### src/rtl/cdu_pkg.sv
package cdu_pkg;
   typedef enum logic {
      ACC_RAM = 1'b0,
      ACC_IO  = 1'b1
   } acc_kind_e;
endpackage

### src/rtl/cdu_blank_detect.sv
module cdu_blank_detect #(
   parameter int H_W       = 10,
   parameter int V_W       = 9,
   parameter int ROW_W     = 4,
   parameter int ACTIVE_W  = 640,
   parameter int TXT_LINES = 250,
   parameter int GPH_LINES = 256,
   parameter int ROW_LIMIT = 8
) (
   input  logic [H_W-1:0]   hpos,
   input  logic [V_W-1:0]   vline,
   input  logic [ROW_W-1:0] crow,
   input  logic             text_mode,
   output logic             blank
);
   localparam int ROW_SPAN = 1 << ROW_W;

   logic h_blank, v_blank, row_blank;

   assign h_blank = ({1'b0, hpos} >= (H_W+1)'(ACTIVE_W));
   assign v_blank = text_mode ? ({1'b0, vline} >= (V_W+1)'(TXT_LINES))
                              : ({1'b0, vline} >= (V_W+1)'(GPH_LINES));

   generate
      if (ROW_SPAN <= ROW_LIMIT) begin : g_row_never
         assign row_blank = 1'b0;
      end else begin : g_row_cmp
         assign row_blank = (crow >= ROW_W'(ROW_LIMIT));
      end
   endgenerate

   assign blank = h_blank | v_blank | row_blank;
endmodule

### src/rtl/cdu_delay_calc.sv
module cdu_delay_calc #(
   parameter int H_W          = 10,
   parameter int D_W          = 7,
   parameter int ACTIVE_W     = 640,
   parameter int IO_BASE      = 2,
   parameter int PHASE_BIT    = 3,
   parameter int FETCH_SHIFT  = 3
) (
   input  logic           [H_W-1:0] hpos,
   input  logic                     wide_mode,
   input  logic                     blank,
   input  cdu_pkg::acc_kind_e       kind,
   output logic           [D_W-1:0] delay
);
   import cdu_pkg::*;

   logic [H_W:0]   remain;
   logic [D_W-1:0] io_wait, ram_wait;

   assign io_wait  = D_W'(IO_BASE) + D_W'(hpos[PHASE_BIT]);
   assign remain   = (H_W+1)'(ACTIVE_W) - {1'b0, hpos};
   assign ram_wait = D_W'(IO_BASE) + D_W'(remain >> FETCH_SHIFT);

   always_comb begin
      if (kind == ACC_RAM && wide_mode && !blank) delay = ram_wait;
      else                                        delay = io_wait;
   end
endmodule

### src/rtl/cdu_stall_timer.sv
module cdu_stall_timer #(
   parameter int D_W = 7
) (
   input  logic           clk,
   input  logic           rst,
   input  logic           req_valid,
   input  logic [D_W-1:0] delay,
   output logic           ready,
   output logic [D_W-1:0] cnt
);
   always_ff @(posedge clk) begin
      if (rst) begin
         cnt   <= D_W'(1);
         ready <= 1'b1;
      end else if (ready) begin
         if (req_valid) begin
            cnt   <= delay;
            ready <= (delay <= D_W'(1));
         end
      end else begin
         cnt   <= cnt - D_W'(1);
         ready <= (cnt == D_W'(2));
      end
   end
endmodule

### src/rtl/contention_delay_unit.sv
module contention_delay_unit #(
   parameter int H_W         = 10,
   parameter int V_W         = 9,
   parameter int ROW_W       = 4,
   parameter int ACTIVE_W    = 640,
   parameter int TXT_LINES   = 250,
   parameter int GPH_LINES   = 256,
   parameter int ROW_LIMIT   = 8,
   parameter int IO_BASE     = 2,
   parameter int PHASE_BIT   = 3,
   parameter int FETCH_SHIFT = 3,
   parameter int D_MAX       = IO_BASE + (ACTIVE_W >> FETCH_SHIFT),
   parameter int D_W         = $clog2(D_MAX + 1)
) (
   input  logic           clk,
   input  logic           rst,
   input  logic [H_W-1:0] hpos,
   input  logic [V_W-1:0] vline,
   input  logic [ROW_W-1:0] crow,
   input  logic           wide_mode,
   input  logic           text_mode,
   input  logic           req_valid,
   input  logic           req_is_io,
   output logic [D_W-1:0] delay_out,
   output logic           ready
);
   import cdu_pkg::*;

   generate
      if (ACTIVE_W % (1 << FETCH_SHIFT) != 0) begin : g_bad_active
         $error("ACTIVE_W must be a multiple of the fetch step");
      end
      if (PHASE_BIT >= H_W || ACTIVE_W >= (1 << H_W)) begin : g_bad_hw
         $error("H_W too narrow for the horizontal timing");
      end
      if (IO_BASE < 2) begin : g_bad_base
         $error("IO_BASE must be at least 2");
      end
   endgenerate

   logic           blank;
   logic [D_W-1:0] stall_cnt;
   acc_kind_e      kind;

   assign kind = req_is_io ? ACC_IO : ACC_RAM;

   cdu_blank_detect #(
      .H_W(H_W), .V_W(V_W), .ROW_W(ROW_W), .ACTIVE_W(ACTIVE_W),
      .TXT_LINES(TXT_LINES), .GPH_LINES(GPH_LINES), .ROW_LIMIT(ROW_LIMIT)
   ) u_blank (
      .hpos(hpos), .vline(vline), .crow(crow), .text_mode(text_mode),
      .blank(blank)
   );

   cdu_delay_calc #(
      .H_W(H_W), .D_W(D_W), .ACTIVE_W(ACTIVE_W), .IO_BASE(IO_BASE),
      .PHASE_BIT(PHASE_BIT), .FETCH_SHIFT(FETCH_SHIFT)
   ) u_calc (
      .hpos(hpos), .wide_mode(wide_mode), .blank(blank), .kind(kind),
      .delay(delay_out)
   );

   cdu_stall_timer #(.D_W(D_W)) u_timer (
      .clk(clk), .rst(rst), .req_valid(req_valid), .delay(delay_out),
      .ready(ready), .cnt(stall_cnt)
   );
endmodule

### config.mk
export PLATFORM = sky130hd
export DESIGN_NAME = contention_delay_unit
export DESIGN_NICKNAME = d
export VERILOG_FILES = /design/src/rtl/cdu_pkg.sv /design/src/rtl/cdu_blank_detect.sv /design/src/rtl/cdu_delay_calc.sv /design/src/rtl/cdu_stall_timer.sv /design/src/rtl/contention_delay_unit.sv
export SDC_FILE = /design/constraint.sdc
export NUM_CORES = 1
export LEC_CHECK = 0
export BUFFER_PORTS_ARGS = -buffer_cell sky130_fd_sc_hd__clkbuf_2
export CAP_MARGIN = 20
export CELL_PAD_IN_SITES_DETAIL_PLACEMENT = 0
export CELL_PAD_IN_SITES_GLOBAL_PLACEMENT = 1
export CORE_UTILIZATION = 27
export DETAILED_ROUTE_END_ITERATION = 8
export PLACE_DENSITY = 0.75
export SETUP_SLACK_MARGIN = 0.5
export SKIP_LAST_GASP = 1
export SLEW_MARGIN = 20
export SYNTH_ARGS = -nofsm -noshare
export SYNTH_HDL_FRONTEND = slang
export SYNTH_SLANG_ARGS = --single-unit
### constraint.sdc
create_clock -name clk -period 2.32 [get_ports clk]
set_clock_uncertainty 0.2 [all_clocks]
set_input_delay 0.116 -clock clk [delete_from_list [all_inputs] [get_ports clk]]
set_output_delay 0.116 -clock clk [all_outputs]
set_load 0.01 [all_outputs]
-- Word-level counts from Yosys, hierarchy flattened
Index checks and enable logic that the tools add are counted.
W data, S select, Z words.
- equality and inequality tests: 2
- order comparisons: 5
- add/sub/neg operators: 4
- muxes and demuxes: 7
- bitwise logic cells: 3
- reductions and logical operators: 3
- operators by type and width (kind ; number):
    $mux W7 ; 3
    $ge A10 B10 Y1 const B ; 1
    $sub A10 B10 Y10 const A ; 1
    $ge A9 B8 Y1 const B ; 1
    $ge A9 B9 Y1 const B ; 1
    $add A2 B7 Y7 const A ; 1
    $eq A7 B2 Y1 const B ; 1
    $le A7 B1 Y1 const B ; 1
    $sub A7 B1 Y7 const B ; 1
    $ge A4 B4 Y1 const B ; 1
    $mux W1 ; 4
    $add A2 B1 Y3 const A ; 1
    $logic_and A1 B1 Y1 ; 2
    $ne A2 B2 Y1 const B ; 1
    $or A1 B1 Y1 ; 2
    $logic_not A1 Y1 ; 1
    $not A1 Y1 ; 1
- flip-flop bits (word level): 8
- output and inout port bits: 8
- logic and storage cells: 26
- input bits: 29

-- Longest topological paths before layout
Gate-level depths: netlist of run 1.
- depth after elaboration: 10
- gate-level depth with buffers: 10
- gate-level depth less buffers: 9

-- Hierarchy
From an unflattened synthesis of run 1, not the netlist that was laid out.
- cells, all modules: 89
- area total of the unflattened synthesis: 750.7 um^2
- modules (own cells, without submodules) (module ; times used ; sequential area each (um^2) ; cells each ; area each (um^2)):
    cdu_stall_timer ; 1 ; 160.2 ; 55 ; 474.2
    cdu_delay_calc ; 1 ; 0.0 ; 29 ; 236.5
    cdu_blank_detect ; 1 ; 0.0 ; 5 ; 40.0

-- Worst setup path after synthesis of run 1
Ideal clock, no wire load.
- path kind: input port to flip-flop
- start point: input hpos[0]
- end point: register u_timer.cnt[5]
- path slack: -84 ps
- path buffers: 1
- stages: 10
- arrival: 2134 ps
- cell sequence: or4_4 buf_6 or2_1 and2_1 ha_1 nor2b_1 o311ai_1 xor2_1 nand2b_1 a21oi_1
- word-level cells in the longest chain between the ends: 8
- ends and longest elaborated chain (element ; line ; RTL):
    start: declaration ; contention_delay_unit.sv:17 ; input logic [H_W-1:0] hpos,
    parallel branches: the longest is 5 deep, another holds $sub A10 B10 Y10 ; n/a ;
    $mux W7 (*) ; cdu_delay_calc.sv:25 ; if (kind == ACC_RAM && wide_mode && !blank) delay = ram_wait;
    $mux W7 (*) ; cdu_stall_timer.sv:16 ; if (req_valid) begin
    $mux W7 (*) ; cdu_stall_timer.sv:15 ; end else if (ready) begin
    end signal: assignment ; cdu_stall_timer.sv:17 ; cnt <= delay;
    end signal: assignment ; cdu_stall_timer.sv:21 ; cnt <= cnt - D_W'(1);
    end: declaration ; cdu_stall_timer.sv:9 ; output logic [D_W-1:0] cnt
Every way passes the cells marked *. The select of a mux whose other input is x is not followed.
A chain may end at the register's enable or synchronous reset.

-- Final worst setup path of run 1
- start point: input hpos[2]
- end point: output delay_out[5]
- word-level cells in the longest chain between the ends: 6
- ends and longest elaborated chain (element ; line ; RTL):
    parallel branches: the longest is 5 deep, another holds $sub A10 B10 Y10 ; n/a ;
    $mux W7 (*) ; cdu_delay_calc.sv:25 ;
    end: declaration ; contention_delay_unit.sv:24 ; output logic [D_W-1:0] delay_out,
Every way passes the cells marked *.

==> metrics.md, run 1 <==
| Metric | Value |
|---|---|
| Ratio of cells with drive above 1 in the final layout | 40.8% |
| Routed length on met1 | 959 um |
| Core area | 2570 sq um |
| Final WL | 2130 um |
| Synth top area share | 21.1% |
| Failing checks | setup timing |
| Antenna violations before repair | 0 |
| First-pass GRT wire length | 3470 um |
| WL met3 | 89 um |
| Reg2Reg Depth | 4 |
| Reg area | 160 sq um |
| Final setup violation count | 1 |
| Yosys top cell by area | dfxtp_1 |
| Clock-pin slew on the worst setup and hold paths | 0.05 ns |
| Ys Warns | 0 |
| Final hold vios | 0 |
| # Max-Cap Violations | 0 |
| Crit path DAT | 2.01 ns |
| DR vias/cell | 4.99 |
| Worst R2R Start | u_timer.cnt[3] |
| Wirelength per Cell | 11.7 um |
| Synth Instances | 103 |
| Iter 0 DRT Violations | 15 |
| Sink of the worst hold path | u_timer.ready |
| Asr flop ratio synth | 0% |
| Post-synth top cells | o21ai_0 (9), dfxtp_1 (8), nor2_1 (8) |
| Final layout net count | 186 |
| Final core utilization | 45.7% |
| Setup TNS | -0.0104 ns |
| RePlAce Congestion | 0.740 |
| # fillers | 273 |
| NetSw | 0.000135 W |
| Remaining DRCs | 0 |
| Library cells used by synthesis | 40 |
| R2r setup slk | 0.64 ns |
| Mapped Avg Cell Area | 7.39 sq um |
| Pre-antenna DRT Iters | 4 |
| Dpl cells | 170 |
| CTS root buffer | clkbuf_4 |
| Crit-path cells | buf_6, or4_4, or2_4, and2_4, ha_4, nor2b_4, o311ai_2, xor2_1, nor2_1, buf_2 |
| Worst setup SP type | input port |
| Initial core utilization | 29.6% |
| Main area contributors after synthesis | dfxtp_1 (21%), o21ai_0 (5.9%), nand2b_1 (5.8%) |
| Endpoint class of the critical path | output pin |
| Yosys reg bits | 8 |
| TritonCTS clock tree | built |
| Post-synthesis sequential area ratio | 21.1% |
| Period utilisation layout | 100% |
| Top sig layer | met4 |
| Rel. slew slack | 71.6% |
| Die Y | 55.1 um |
| Max Freq | 429 MHz |
| Vias | 908 |
| ANT cells | 0 |
| RSZ-0062 raised after global routing | yes |
| Hold Crit Class | input port to flop |
| Worst Slack Setup Final | -0.0104 ns |
| Met2 WL | 1070 um |
| Num Clock Sinks | 8 |
| Vias in the first global route | 835 |
| Post-DP HPWL | 1630 um |
| Buffers on Ports | 32 |
| Non-Filler Instances | 182 |
| Min Tclk post-route | 2.33 ns |
| Max-slew violation count | 0 |
| Die area | 3030 sq um |
| Mapped Area | 761 sq um |
| HP Start | hpos[5] |
| I/O pins | 37 |
| Clock power share | 25.4% |
| Cell-internal power | 0.000299 W |
| Overall power | 0.000434 W |
| Flop pwr share | 36.8% |
| Req. time, crit path | 2.00 ns |
| Sw Ratio | 31.2% |
| Gate power share | 37.8% |
| Max VDD drop | 0.297 mV |
| Worst setup path class | input port to output pin |
| RR Endpoint | u_timer.ready |
| Slew @ Worst Pin | 0.424 ns |
| Htree depth | 1 |
| Largest stage delay, worst path | 0.55 ns |
| Slowest cell on the critical path | or4_4 |
| Worst Hold Path Cells | 4 |
| CP max FO | 4 |
| Main flop type after synthesis | dfxtp_1 |
| Core Rows | 18 |
| Die extent in x | 55.1 um |
| Clock Path Buffers | 2 |
| GRT Overall Usage | 16.1% |
| Post-Syn Nets | 135 |
| Layout Area Growth over Synthesis | 54.1% |
| Leak | 0.513 nW |
| EDFF count, synth | 0 |
| Clk_lat worst skew | 0.26 ns |
| Area of the multi-input gates | 627 sq um |
| Post-place setup slack | -0.0702 ns |
| DRT antenna net count | 0 |
| TritonCTS Buffers | 3 |
| Status | complete, but fails checks |
| Largest net degree at the start of global routing | 13 |
| Count leader, synth | o21ai_0 |
| Pwr Density | 370 nW/um^2 |
| Grt total ovfl | 0 |
| CP Launch Point | hpos[2] |
## flip-flops by register name, summed over array words and instances (netlist names)
name           count
u_timer.cnt        7
u_timer.ready      1
## routing by layer
metal,vias up,global-route usage [%]
met5,-,0
met4,0,5.00
met3,2,2.73
met2,18,30.1
met1,407,18.2
li1,481,-
## power by group through the flow
stage / combinational [W] / sequential (W) / clock [W]
after floorplan: 0.0000842 / 0.000158 / 0
final: 0.000164 / 0.000160 / 0.000110
after detailed placement: 0.000137 / 0.000162 / 0
after global placement: 0.000134 / 0.000162 / 0
after global routing: 0.000182 / 0.000162 / 0.000120
after CTS: 0.000159 / 0.000160 / 0.000113
## area by class of cell
cell class                 instances  area share [%]
multi-input combinational         87            53.5
sequential                         8            13.7
timing repair buffer              49            26.1
clock buffer                       3            1.92
tap                               30            3.20
inverter                           5            1.60
## logic make-up (layout without fill, tap and decap cells)
group | after synthesis | count (layout) | synth area share (%)
xor+xnor | 5 | 5 | 5.76
flops | 8 | 8 | 21.1
fa+ha+maj | 3 | 3 | 4.93
mux | 1 | 1 | 1.32
compound gates | 27 | 27 | 23.4
simple gates | 51 | 51 | 38.7
buf+inv | 8 | 57 | 4.93
## stage by stage
stage / hold WS (ns) / instance area (sq um)
global placement: 0.211 / 1020
finish: 0.0861 / 1170
CTS: 0.0620 / 1140
detailed placement: 0.216 / 1020
global route: 0.116 / 1170
floorplan: 0.102 / 786
## how the worst max path moves through the flow
stage                           endpoint  slack, ns  depth (start not counted)
final                       delay_out[5]      -0.01                         10
after global routing        delay_out[5]      -0.07                         10
after CTS                   delay_out[5]      0.009                         10
after detailed placement    delay_out[5]      -0.07                         10
after global placement      delay_out[5]      -0.02                         10
after floorplan           u_timer.cnt[5]       0.07                         10
## cells in the final DEF (no fill, tap or decap), drive strengths merged, types with 2 or more instances in the layout
cell / count
a21oi: 2
nand2: 5
or4: 3
dfxtp: 8
xor2: 2
dlygate4sd3: 2
xnor2: 3
buf: 18
nand2b: 7
nor2b: 5
o21ai: 10
a31oi: 3
nand4: 2
nand3: 4
inv: 5
clkbuf: 32
or2: 3
nor4: 2
o311ai: 2
nor2: 8
nor3: 4
or3: 2
nor4b: 3
ha: 3
o211ai: 3
## critical path: cells and delay by family
family	cells	cell delay, ns
buffers and inverters	2	0.22
AO/OA/AOI/OAI	1	0.11
XOR/XNOR	1	0.18
adder cells (fa/ha/maj)	1	0.16
AND/OR/NAND/NOR	5	1.22
## what timing repair did
action	in CTS	in global routing
hold buffers	2	0
buffers inserted	7	0
endpoints found under the setup margin	10	10
gates resized for setup	6	7
pin swaps	9	4
endpoints found under the hold margin	7	0
No activity file was read; power rests on OpenSTA's default activity.
==> inputs of run 2 (changes only) <==
- CORE_UTILIZATION: 27 -> 33
- PLACE_DENSITY: 0.75 -> 0.85
- clock period: 2.32 -> 2.8 ns (I/O delays scaled with it)
==> run 2 against run 1 <==
  * The flow now finishes without violations
  * Setup slack better by 0.38 ns
  * Clock power down 21%
  * Via count down 3.1%
  * Sequential share of layout area up 0.95 points
  * Critical path type unchanged
  * First-iteration DRC count down 40%
  * Sequential power down 18%
  * Utilization up 4.4 points
  * Die area down 18%
  * Critical path depth unchanged
  * Critical endpoint unchanged
  * Worst hold slack worse by 0.053 ns
==> metrics.md, run 2 (same netlist as run 1, synthesis figures left out) <==
| Metric | Value |
|---|---|
| CP Launch Point | hpos[0] |
| Vias | 880 (-3.1%) |
| Wirelength per Cell | 11.3 um (-3.6%) |
| Htree depth | 1 (unchanged) |
| Max-slew violation count | 0 (unchanged) |
| Clock-pin slew on the worst setup and hold paths | 0.06 ns (about the same) |
| Reg2Reg Depth | 4 (unchanged) |
| Slew @ Worst Pin | 0.673 ns (+0.249 ns) |
| Worst Slack Setup Final | 0.372 ns (+0.382 ns) |
| Worst R2R Start | u_timer.ready |
| Vias in the first global route | 765 (-8.4%) |
| Regs by FF count | u_timer.cnt x7, u_timer.ready x1 |
| Worst setup path class | input port to output pin |
| Pwr Density | 314 nW/um^2 (-15%) |
| Max Freq | 412 MHz |
| Post-place setup slack | 0.280 ns (+0.350 ns) |
| DR vias/cell | 5.18 (+3.8%) |
| Crit path DAT | 2.09 ns (+0.08 ns) |
| Core area | 2190 sq um (-15%) |
| GRT Overall Usage | 15.7% (-0.36 points) |
| TritonCTS Buffers | 3 (unchanged) |
| Min Tclk post-route | 2.43 ns |
| First-pass GRT wire length | 3040 um (-12%) |
| Most frequent cells in the layout | clkbuf_2 (29), o21ai_0 (8), nor2_1 (8), dfxtp_1 (8), nand2b_1 (6) |
| Num Clock Sinks | 8 (unchanged) |
| Status | complete, no violations |
| Die Y | 50.0 um (-9.2%) |
| Worst setup SP type | input port |
| Max VDD drop | 0.156 mV (-48%) |
| Ratio of cells with drive above 1 in the final layout | 38.0% (-2.8 points) |
| Grt total ovfl | 0 (unchanged) |
| Pre-antenna DRT Iters | 4 (unchanged) |
| Period utilisation layout | 86.7% |
| Post-DP HPWL | 1550 um (-4.7%) |
| Hold Crit Class | input port to flop |
| Leak | 0.471 nW (-8.2%) |
| Die extent in x | 50.0 um (-9.2%) |
| DRT antenna net count | 0 (unchanged) |
| # Max-Cap Violations | 0 (unchanged) |
| Slowest cell on the critical path | or4_4 |
| Max FFs per register | 7 (unchanged) |
| Largest stage delay, worst path | 0.56 ns (about the same) |
| Rel. slew slack | 54.9% (-17 points) |
| CTS root buffer | clkbuf_4 |
| Setup TNS | 0 ns (+0.0104 ns) |
| Iter 0 DRT Violations | 9 (-6) |
| Remaining DRCs | 0 (unchanged) |
| Final hold vios | 0 (unchanged) |
| TritonCTS clock tree | built |
| Final hold slack | 0.0330 ns (-0.0531 ns) |
| HP Start | req_valid |
| Endpoint class of the critical path | output pin |
| Req. time, crit path | 2.46 ns (+0.46 ns) |
| Most flop-heavy register | u_timer.cnt |
| Area post-placement | 960 sq um (-6.3%) |
| Final layout net count | 176 (-5.4%) |
| CP max FO | 4 (unchanged) |
| Clk_lat worst skew | 0.25 ns (about the same) |
| Largest net degree at the start of global routing | 13 (unchanged) |
| Buffers on Ports | 32 (unchanged) |
| Final WL | 1920 um (-10%) |
| Core Rows | 17 (-1) |
| Layout Area Growth over Synthesis | 44.1% |
| Final setup violation count | 0 (-1) |
| ANT cells | 0 (unchanged) |
| Initial core utilization | 34.7% (+5.1 points) |
| Worst Hold Path Cells | 3 (-1) |
| Die area | 2500 sq um (-18%) |
| Crit-path cells | buf_6, or4_4, or2_4, and2_4, ha_4, nor2b_4, o311ai_2, xor2_1, nor2_1, buf_2 |
| RSZ-0062 raised after global routing | yes |
| Antenna violations before repair | 0 (unchanged) |
| Clock Path Buffers | 2 (unchanged) |
| RePlAce Congestion | 0.795 (+7.4%) |
| I/O pins | 37 (unchanged) |
| Fin area | 1100 sq um (-6.5%) |
| Overall power | 0.000344 W (-21%) |
| Leading cell type in the layout, fill and taps excluded | clkbuf_2 |
-- run 2: timing repair --
action,4_1_cts,5_1_grt
hold endpoints to repair,7,0
pin swaps,5,6
gates resized for setup,2,13
setup buffers,5,1
setup endpoints to repair,2,5
hold buffers,1,0
-- run 2: power by group --
part | total [W] | switching [W] | internal [W]
combinational | 0.000124 | 0.0000579 | 0.0000666
sequential | 0.000132 | 0.0000104 | 0.000122
clock | 0.0000871 | 0.0000381 | 0.0000490
-- run 2: path summary, 6_finish.rpt --
| kind | endpoint | slack [ns] |
|---|---|---|
| hold / removal | u_timer.cnt[0] | 0.03 |
| hold reg to reg | u_timer.cnt[3] | 0.35 |
| setup reg to reg | u_timer.cnt[6] | 1.10 |
| setup / recovery | delay_out[5] | 0.37 |
-- run 2: final cells by class --
| cell class | count | area (sq um) |
|---|---|---|
| timing repair buffer | 39 | 225 |
| tap | 28 | 35.0 |
| inverter | 5 | 18.8 |
| sequential | 8 | 160 |
| fill | 232 | 1090 |
| multi-input combinational | 87 | 634 |
| clock buffer | 3 | 22.5 |
-- run 2: metrics by stage --
stage | instances | utilization, %
5_1_grt | 170 | 50.0
3_5_place_dp | 160 | 43.8
4_1_cts | 169 | 47.5
3_3_place_gp | 160 | 43.8
2_1_floorplan | 103 | -
6_report | 170 | 50.0
-- run 2: worst max-delay path: cells and delay by family --
family	cells	cell delay (ns)
and+or+nand+nor	5	1.26
buffers and inverters	2	0.24
AOI/OAI and AO/OA	1	0.11
xor gates and xnor gates	1	0.17
adders and majority gates	1	0.17
-- run 2: layer usage --
metal  vias to the layer above  GRT usage, %  part of all wire (%)
met2                        22          29.1                    52
met1                       394          18.3                    44
met5                         -             0                     0
met3                         0          2.16                   4.1
li1                        464             -                     -
met4                         0          4.29                     0
